===== src/rtl/err_irq_pkg.sv =====
package err_irq_pkg;
  localparam int unsigned NUM_SRC = 6;
  localparam logic [11:0] OFS_RAW    = 12'h1C0;
  localparam logic [11:0] OFS_MASKED = 12'h1C4;
  localparam logic [11:0] OFS_EN_SET = 12'h1C8;
  localparam logic [11:0] OFS_EN_CLR = 12'h1CC;
  // bits 1 (fatal) and 4 (bus tag lookup fatal)
  localparam logic [NUM_SRC-1:0] FATAL_CLASS = 6'b01_0010;
endpackage


===== src/rtl/err_irq_bus.sv =====
module err_irq_bus #(
  parameter int unsigned ADDR_W = 12,
  parameter int unsigned DATA_W = 32,
  parameter int unsigned N_SRC  = err_irq_pkg::NUM_SRC
) (
  input  logic              clk_i,
  input  logic              rst_ni,
  input  logic              req_i,
  input  logic              we_i,
  input  logic [ADDR_W-1:0] addr_i,
  input  logic [DATA_W-1:0] wdata_i,
  input  logic [N_SRC-1:0]  raw_i,
  input  logic [N_SRC-1:0]  masked_i,
  input  logic [N_SRC-1:0]  en_i,
  output logic [N_SRC-1:0]  ack_o,
  output logic [N_SRC-1:0]  en_set_o,
  output logic [N_SRC-1:0]  en_clr_o,
  output logic [DATA_W-1:0] rdata_o
);
  import err_irq_pkg::*;

  localparam int unsigned PAD_W = DATA_W - N_SRC;

  logic hit_raw, hit_msk, hit_set, hit_clr;
  logic wr, rd;
  logic [N_SRC-1:0] wbits;
  logic [N_SRC-1:0] rsel;

  assign hit_raw = (addr_i == ADDR_W'(OFS_RAW));
  assign hit_msk = (addr_i == ADDR_W'(OFS_MASKED));
  assign hit_set = (addr_i == ADDR_W'(OFS_EN_SET));
  assign hit_clr = (addr_i == ADDR_W'(OFS_EN_CLR));
  assign wr      = req_i & we_i;
  assign rd      = req_i & ~we_i;
  assign wbits   = wdata_i[N_SRC-1:0];

  assign ack_o    = (wr && hit_msk) ? wbits : '0;
  assign en_set_o = (wr && hit_set) ? wbits : '0;
  assign en_clr_o = (wr && hit_clr) ? wbits : '0;

  always_comb begin
    rsel = '0;
    if (rd) begin
      if (hit_raw)                rsel = raw_i;
      else if (hit_msk)           rsel = masked_i;
      else if (hit_set | hit_clr) rsel = en_i;
    end
  end

  assign rdata_o = {{PAD_W{1'b0}}, rsel};

  assert_upper_zero_R10: assert property (@(posedge clk_i) disable iff (!rst_ni)
    rdata_o[DATA_W-1:N_SRC] == '0);
  assert_idle_read_zero_R10: assert property (@(posedge clk_i) disable iff (!rst_ni)
    !rd |-> rdata_o == '0);
endmodule


===== src/rtl/err_irq_state.sv =====
module err_irq_state #(
  parameter int unsigned N_SRC = err_irq_pkg::NUM_SRC
) (
  input  logic             clk_i,
  input  logic             rst_ni,
  input  logic [N_SRC-1:0] evt_i,
  input  logic [N_SRC-1:0] ack_i,
  input  logic [N_SRC-1:0] en_set_i,
  input  logic [N_SRC-1:0] en_clr_i,
  output logic [N_SRC-1:0] raw_o,
  output logic [N_SRC-1:0] en_o
);
  for (genvar i = 0; i < N_SRC; i++) begin : g_src
    logic st_q, en_q;

    // event wins over a same-cycle acknowledge
    always_ff @(posedge clk_i or negedge rst_ni) begin
      if (!rst_ni)         st_q <= 1'b0;
      else if (evt_i[i])   st_q <= 1'b1;
      else if (ack_i[i])   st_q <= 1'b0;
    end

    always_ff @(posedge clk_i or negedge rst_ni) begin
      if (!rst_ni)           en_q <= 1'b0;
      else if (en_set_i[i])  en_q <= 1'b1;
      else if (en_clr_i[i])  en_q <= 1'b0;
    end

    assign raw_o[i] = st_q;
    assign en_o[i]  = en_q;

    assert_evt_latch_R3: assert property (@(posedge clk_i) disable iff (!rst_ni)
      evt_i[i] |=> raw_o[i]);
    assert_sticky_R3: assert property (@(posedge clk_i) disable iff (!rst_ni)
      (!evt_i[i] && !ack_i[i]) |=> $stable(raw_o[i]));
    assert_ack_clears_R4: assert property (@(posedge clk_i) disable iff (!rst_ni)
      (ack_i[i] && !evt_i[i]) |=> !raw_o[i]);
    assert_en_set_R5: assert property (@(posedge clk_i) disable iff (!rst_ni)
      en_set_i[i] |=> en_o[i]);
    assert_en_clr_R6: assert property (@(posedge clk_i) disable iff (!rst_ni)
      (en_clr_i[i] && !en_set_i[i]) |=> !en_o[i]);
  end
endmodule


===== src/rtl/err_irq_agg.sv =====
module err_irq_agg #(
  parameter int unsigned ADDR_W = 12,
  parameter int unsigned DATA_W = 32,
  parameter int unsigned N_SRC  = err_irq_pkg::NUM_SRC,
  parameter logic [N_SRC-1:0] FATAL_SEL = err_irq_pkg::FATAL_CLASS
) (
  input  logic              clk_i,
  input  logic              rst_ni,
  input  logic [N_SRC-1:0]  evt_i,
  input  logic              req_i,
  input  logic              we_i,
  input  logic [ADDR_W-1:0] addr_i,
  input  logic [DATA_W-1:0] wdata_i,
  output logic [DATA_W-1:0] rdata_o,
  output logic              irq_o,
  output logic              fatal_o
);
  logic [N_SRC-1:0] raw, en, masked, ack, en_set, en_clr;

  err_irq_state #(.N_SRC(N_SRC)) u_state (
    .clk_i    (clk_i),
    .rst_ni   (rst_ni),
    .evt_i    (evt_i),
    .ack_i    (ack),
    .en_set_i (en_set),
    .en_clr_i (en_clr),
    .raw_o    (raw),
    .en_o     (en)
  );

  err_irq_bus #(.ADDR_W(ADDR_W), .DATA_W(DATA_W), .N_SRC(N_SRC)) u_bus (
    .clk_i    (clk_i),
    .rst_ni   (rst_ni),
    .req_i    (req_i),
    .we_i     (we_i),
    .addr_i   (addr_i),
    .wdata_i  (wdata_i),
    .raw_i    (raw),
    .masked_i (masked),
    .en_i     (en),
    .ack_o    (ack),
    .en_set_o (en_set),
    .en_clr_o (en_clr),
    .rdata_o  (rdata_o)
  );

  assign masked  = raw & en;
  assign irq_o   = |masked;
  assign fatal_o = |(masked & FATAL_SEL);

  assert_irq_needs_en_R7: assert property (@(posedge clk_i) disable iff (!rst_ni)
    irq_o |-> (en != '0));
  assert_irq_needs_raw_R7: assert property (@(posedge clk_i) disable iff (!rst_ni)
    irq_o |-> (raw != '0));
  assert_fatal_implies_irq_R8: assert property (@(posedge clk_i) disable iff (!rst_ni)
    fatal_o |-> irq_o);
  assert_fatal_class_R8: assert property (@(posedge clk_i) disable iff (!rst_ni)
    fatal_o |-> ((raw & FATAL_SEL) != '0));
  assert_collide_keeps_R9: assert property (@(posedge clk_i) disable iff (!rst_ni)
    (evt_i != '0) |=> ((raw & $past(evt_i)) == $past(evt_i)));
endmodule


===== config.mk =====
export PLATFORM = sky130hd
export DESIGN_NAME = err_irq_agg
export DESIGN_NICKNAME = d
export VERILOG_FILES = /design/src/rtl/err_irq_pkg.sv /design/src/rtl/err_irq_bus.sv /design/src/rtl/err_irq_state.sv /design/src/rtl/err_irq_agg.sv
export SDC_FILE = /design/constraint.sdc
export NUM_CORES = 1
export LEC_CHECK = 0
export BUFFER_PORTS_ARGS = -buffer_cell sky130_fd_sc_hd__buf_2
export CORE_ASPECT_RATIO = 1.4
export CORE_MARGIN = 1
export CORE_UTILIZATION = 38
export DETAILED_ROUTE_END_ITERATION = 6
export GPL_TIMING_DRIVEN = 0
export PLACE_DENSITY = 0.81
export SETUP_SLACK_MARGIN = 0.05
export SYNTH_ARGS = -nofsm -noshare
export SYNTH_HDL_FRONTEND = slang
export SYNTH_SLANG_ARGS = --single-unit

===== constraint.sdc =====
create_clock -name clk_i -period 1.4 [get_ports clk_i]
set_input_delay 0.21 -clock clk_i [delete_from_list [all_inputs] [get_ports clk_i]]
set_output_delay 0.21 -clock clk_i [all_outputs]
set_load 0.01 [all_outputs]

Yosys cells after proc, flatten, opt, wreduce, memory -nomap -nowiden

Index checks and enable logic that the tools add are counted.

Output and inout port bits: 34
Memory bits (writable): 0
Flip-flop bits (word level): 12
Memories kept: 0
Input bits: 54
Latch bits: 0
Bits in read-only memories: 0
Word-level logic and storage cells: 69

Mux-type cells: 31
Eq/ne operators: 4
Divide/modulo/power cells: 0
Multipliers: 0
Add/subtract/negate cells: 0
Bitwise logic cells: 5
Magnitude comparators: 0
Reductions and logical operators: 17
Shifts and indexed selects: 0

Operators with widths:

| cell                                                  | count |
|---|---|
| equality test 12 x 9 -> 1 bit (second input constant) | 4 |
| 2-to-1 mux 6 bit                                      | 7 |
| 2-to-1 mux 1 bit                                      | 24 |
| nonzero test 2 bit                                    | 12 |
| bitwise AND 6 bit                                     | 1 |
| OR reduction 6 bit                                    | 1 |
| logical AND 1 bit                                     | 3 |
| bitwise AND 1 bit                                     | 2 |
| OR reduction 2 bit                                    | 1 |
| NOT 1 bit                                             | 1 |
| OR 1 bit                                              | 1 |

Logic depth before layout (Yosys ltp)

Depth after elaboration: 6
Mapped depth: 5
Gate-level depth less buffers: 3

Hierarchy

A second synthesis with hierarchy kept.

Cells, all modules: 144
Area, all modules: 1227.4 sq um

By module, submodules not included:

| module        | instances | area an instance (sq um) | sequential area each (sq um) | cells each |
|---|---|---|---|---|
| err_irq_bus   | 1         | 639.4                    | 0.0                          | 87 |
| err_irq_state | 1         | 525.5                    | 300.3                        | 48 |
| err_irq_agg   | 1         | 62.6                     | 0.0                          | 9 |

Least setup slack after synthesis

Ideal clock, no wire load.

Kind: input-to-reg
Start: input addr_i[3]
End: register u_state.g_src[1].st_q
Library setup time: 118 ps
Data required time: 1282 ps
Arrival: 1498 ps
Setup slack: -216 ps
Stages on the path: 4
Path buffers: 1
Path through: buf_6 > or4b_4 > or4b_1 > a21o_1

Word-level cells in the longest chain between the ends: 4

Ends and longest elaborated chain:

| item                          | line                | source |
|---|---|---|
| from (decl)                   | err_irq_agg.sv:12   | `input logic [ADDR_W-1:0] addr_i,` |
| equality test 12 x 9 -> 1 bit | err_irq_bus.sv:30   | `assign hit_msk = (addr_i == ADDR_W'(OFS_MASKED));` |
| logical AND 1 bit             | err_irq_bus.sv:37   | `assign ack_o = (wr && hit_msk) ? wbits : '0;` |
| 2-to-1 mux 6 bit              | err_irq_bus.sv:37   |  |
| nonzero test 2 bit (no line)  | -                   |  |
| to (signal assigned)          | err_irq_state.sv:18 | `if (!rst_ni) st_q <= 1'b0;` |
| to (signal assigned)          | err_irq_state.sv:19 | `else if (evt_i[i]) st_q <= 1'b1;` |
| to (signal assigned)          | err_irq_state.sv:20 | `else if (ack_i[i]) st_q <= 1'b0;` |
| to (decl)                     | err_irq_state.sv:14 | `logic st_q, en_q;` |

Every way passes these cells.
A chain may end at the register's enable or synchronous reset.

Final worst setup path

Start: register u_state.g_src[1].en_q
End: output irq_o

Word-level cells in the longest chain between the ends: 2

Ends and longest elaborated chain:

| item                   | line                | source |
|---|---|---|
| from (decl)            | err_irq_state.sv:14 |  |
| from (signal assigned) | err_irq_state.sv:24 | `if (!rst_ni) en_q <= 1'b0;` |
| from (signal assigned) | err_irq_state.sv:25 | `else if (en_set_i[i]) en_q <= 1'b1;` |
| from (signal assigned) | err_irq_state.sv:26 | `else if (en_clr_i[i]) en_q <= 1'b0;` |
| bitwise AND 6 bit      | err_irq_agg.sv:47   | `assign masked = raw & en;` |
| OR reduction 6 bit     | err_irq_agg.sv:48   | `assign irq_o = \|masked;` |
| to (decl)              | err_irq_agg.sv:15   | `output logic irq_o,` |

Every way passes these cells.

==> results.sh <==
export IMPL_end_kind="output port"
export IMPL_hpwl_um=1890
export IMPL_grt_ovfl_total=0
export IMPL_cts_buffers=3
export IMPL_synth_enable_flop_cells=0
export IMPL_core_mm2=0.00244
export IMPL_finalHoldViolations=0
export IMPL_seq_area_um2=300
export IMPL_place_inst=193
export IMPL_fin_skew_ps=0
export IMPL_antenna_diode_count=0
export IMPL_drtIter0Drc=18
export IMPL_firstDrtPassIters=4
export IMPL_fillers=202
export IMPL_rsz0062_at_grt="true"
export IMPL_fp_dieH_um=62.8
export IMPL_async_flop_share_pct=100
export IMPL_power_leakage_nw=0.773
export IMPL_htreeDepth=1
export IMPL_cts_tree="done"
export IMPL_routed_wire_length_per_instance_um=12.4
export IMPL_syn_area_mm2=0.00100
export IMPL_multi_input_area_um2=669
export IMPL_synth_top_area_share_pct=29.9
export IMPL_max_vdd_ir_drop_mv=0.487
export IMPL_grt_max_degree=13
export IMPL_nets=222
export IMPL_yosysTopAreaCell="dfrtp_1"
export IMPL_fin_crit_ps=1540
export IMPL_yosysWarnings=0
export IMPL_grt_usage_pct=19.4
export IMPL_utilization_pct=63.9
export IMPL_timing_fmax_mhz=649
export IMPL_gp_congestion=0.776
export IMPL_powerDensity_mw_per_mm2=496
export IMPL_drc=0
export IMPL_syn_inst=100
export IMPL_post_route_period_util_pct=110
export IMPL_violations="negative setup slack"
export IMPL_clk_latency_ps=270
export IMPL_start_util_pct=41.1
export IMPL_root_buffer="clkbuf_4"
export IMPL_synth_main_ff_cell="dfrtp_1"
export IMPL_stdcell_area_mm2=0.00156
export IMPL_syn2layout_area_growth_pct=55.6
export IMPL_rows=21
export IMPL_synth_seq_area_share_pct=29.9
export IMPL_port_buffers=34
export IMPL_cp_max_fo=3
export IMPL_finalMaxSlewViolations=0
export IMPL_outcome="finished, violations left"
export IMPL_placed_area_mm2=0.00132
export IMPL_cts_sinks=12
export IMPL_wirelength_um=2480
export IMPL_stdcell_count=200
export IMPL_worst_ep_arrival_time_ps=1330
export IMPL_dieArea_mm2=0.00285
export IMPL_via_count=965
export IMPL_yosys_cell_count_top_type="buf_4"
export IMPL_ys_ff_latch=12
export IMPL_viasPerCell=4.83
export IMPL_critPathKind="register to output port"
export IMPL_cts_buffer_depth=2
export IMPL_finalSetupTns_ps=-356
export IMPL_fin_ws_ps=-141
export IMPL_synth_top_cells_by_count="26 x buf_4, 12 x dfrtp_1, 7 x nor4bb_1"
export IMPL_io_pins=88
export IMPL_worst_hold_path_type="input pin to register"
export IMPL_required_ps=1190
export IMPL_grt_first_pass_wirelength_um=4110
export IMPL_syn_area_per_cell_um2=10.0
export IMPL_grt_antenna_before_repair=0
export IMPL_clk_pin_slew_ps=70
export IMPL_setup_viol=11
export IMPL_grt_pass1_vias=959
export IMPL_cp_start_kind="register"
export IMPL_die_w_um=45.4
export IMPL_drive_above_1_share_pct=52.4
export IMPL_synthTopCellsByArea="dfrtp_1 30%, buf_4 19%, nor4bb_1 7.0%"
export IMPL_synthDistinctLibCells=24
export IMPL_max_cap_viol_count=0
export IMPL_ant_nets=0
## layout make-up
type | instances | share of cell area (%)
multi-input combinational | 78 | 42.9
buffer | 28 | 13.7
clock buffer | 3 | 1.44
sequential | 12 | 19.2
inverter | 6 | 1.44
timing repair buffer | 39 | 18.6
tap | 34 | 2.72
## path summary, 6_finish.rpt
kind / depth (start not counted) / slack [ps] / from / endpoint
max in group asynchronous: 2 / 840 / rst_ni / u_state.g_src[5].st_q
worst max register to register: 2 / 610 / u_state.g_src[4].st_q / u_state.g_src[4].st_q
worst min register to register: 1 / 540 / u_state.g_src[1].st_q / u_state.g_src[1].st_q
worst min-delay path: 2 / 110 / evt_i[4] / u_state.g_src[4].st_q
min in group asynchronous: 2 / 340 / rst_ni / u_state.g_src[3].st_q
worst max-delay path: 4 / -140 / u_state.g_src[1].en_q / irq_o
## power by group
group	total (mW)	internal (mW)	switching [mW]
combinational	0.218	0.116	0.102
clock	0.210	0.0999	0.110
sequential	0.347	0.347	0.000426
total	0.775	0.563	0.212
## through the flow
stage          hold slack, ps  worst slack (ps)  power [mW]
2_1_floorplan           -85.6              -194       0.473
3_3_place_gp             90.2              -327       0.531
3_5_place_dp             98.2              -351       0.536
4_1_cts                   111              -140       0.761
5_1_grt                   107              -182       0.817
6_report                  106              -141       0.775
## metal layers
metal  GRT usage [%]  up-vias  share of wire [%]
li1                -      470                  -
met1            18.5      448                 33
met2            37.0       42                 59
met3            2.02        5                5.1
met4            10.2        0                2.0
met5               0        -                  0
## state kept, by name, summed over array words and instances (netlist names)
signal and count:
u_state.g_src.en_q 6, u_state.g_src.st_q 6
## placed cells by master, fill, tap and decap left out, types with 2 or more instances in the layout
master	netlist	final
buf_2	0	20
a21o_1	6	6
mux2i_1	6	6
conb_1	1	26
nor4bb_1	7	6
or4b_4	1	3
nand4_1	6	6
buf_8	0	2
buf_4	26	32
buf_6	1	10
clkbuf_4	0	4
inv_1	6	6
or4bb_1	3	2
or4_4	0	2
or4b_1	4	2
o221a_4	0	6
dfrtp_1	12	12
## repair_timing
item                                    4_1_cts  5_1_grt
pin swaps                                    13        3
setup buffers                                 3        1
endpoints found under the hold margin        12        0
endpoints found under the setup margin       13       13
hold buffers                                  1        0
resized for setup                            26       10
## cells by family (layout without fill, tap and decap cells)
logic type | count (synthesis) | after routing | share of synthesized area [%]
other | 1 | 26 | 0.374
buffers and inverters | 35 | 76 | 23.6
multiplexers | 6 | 6 | 5.99
AO/OA/AOI/OAI | 15 | 15 | 13.7
flip-flops | 12 | 12 | 29.9
AND/OR/NAND/NOR | 31 | 31 | 26.4
## critical path, cell delays in order, from the launching register on
cell and delay [ps]:
dfrtp_1 410, a22o_1 230, a221oi_2 200, nand2_1 70
buf_2 140
Power figures use the tool's default switching activity.
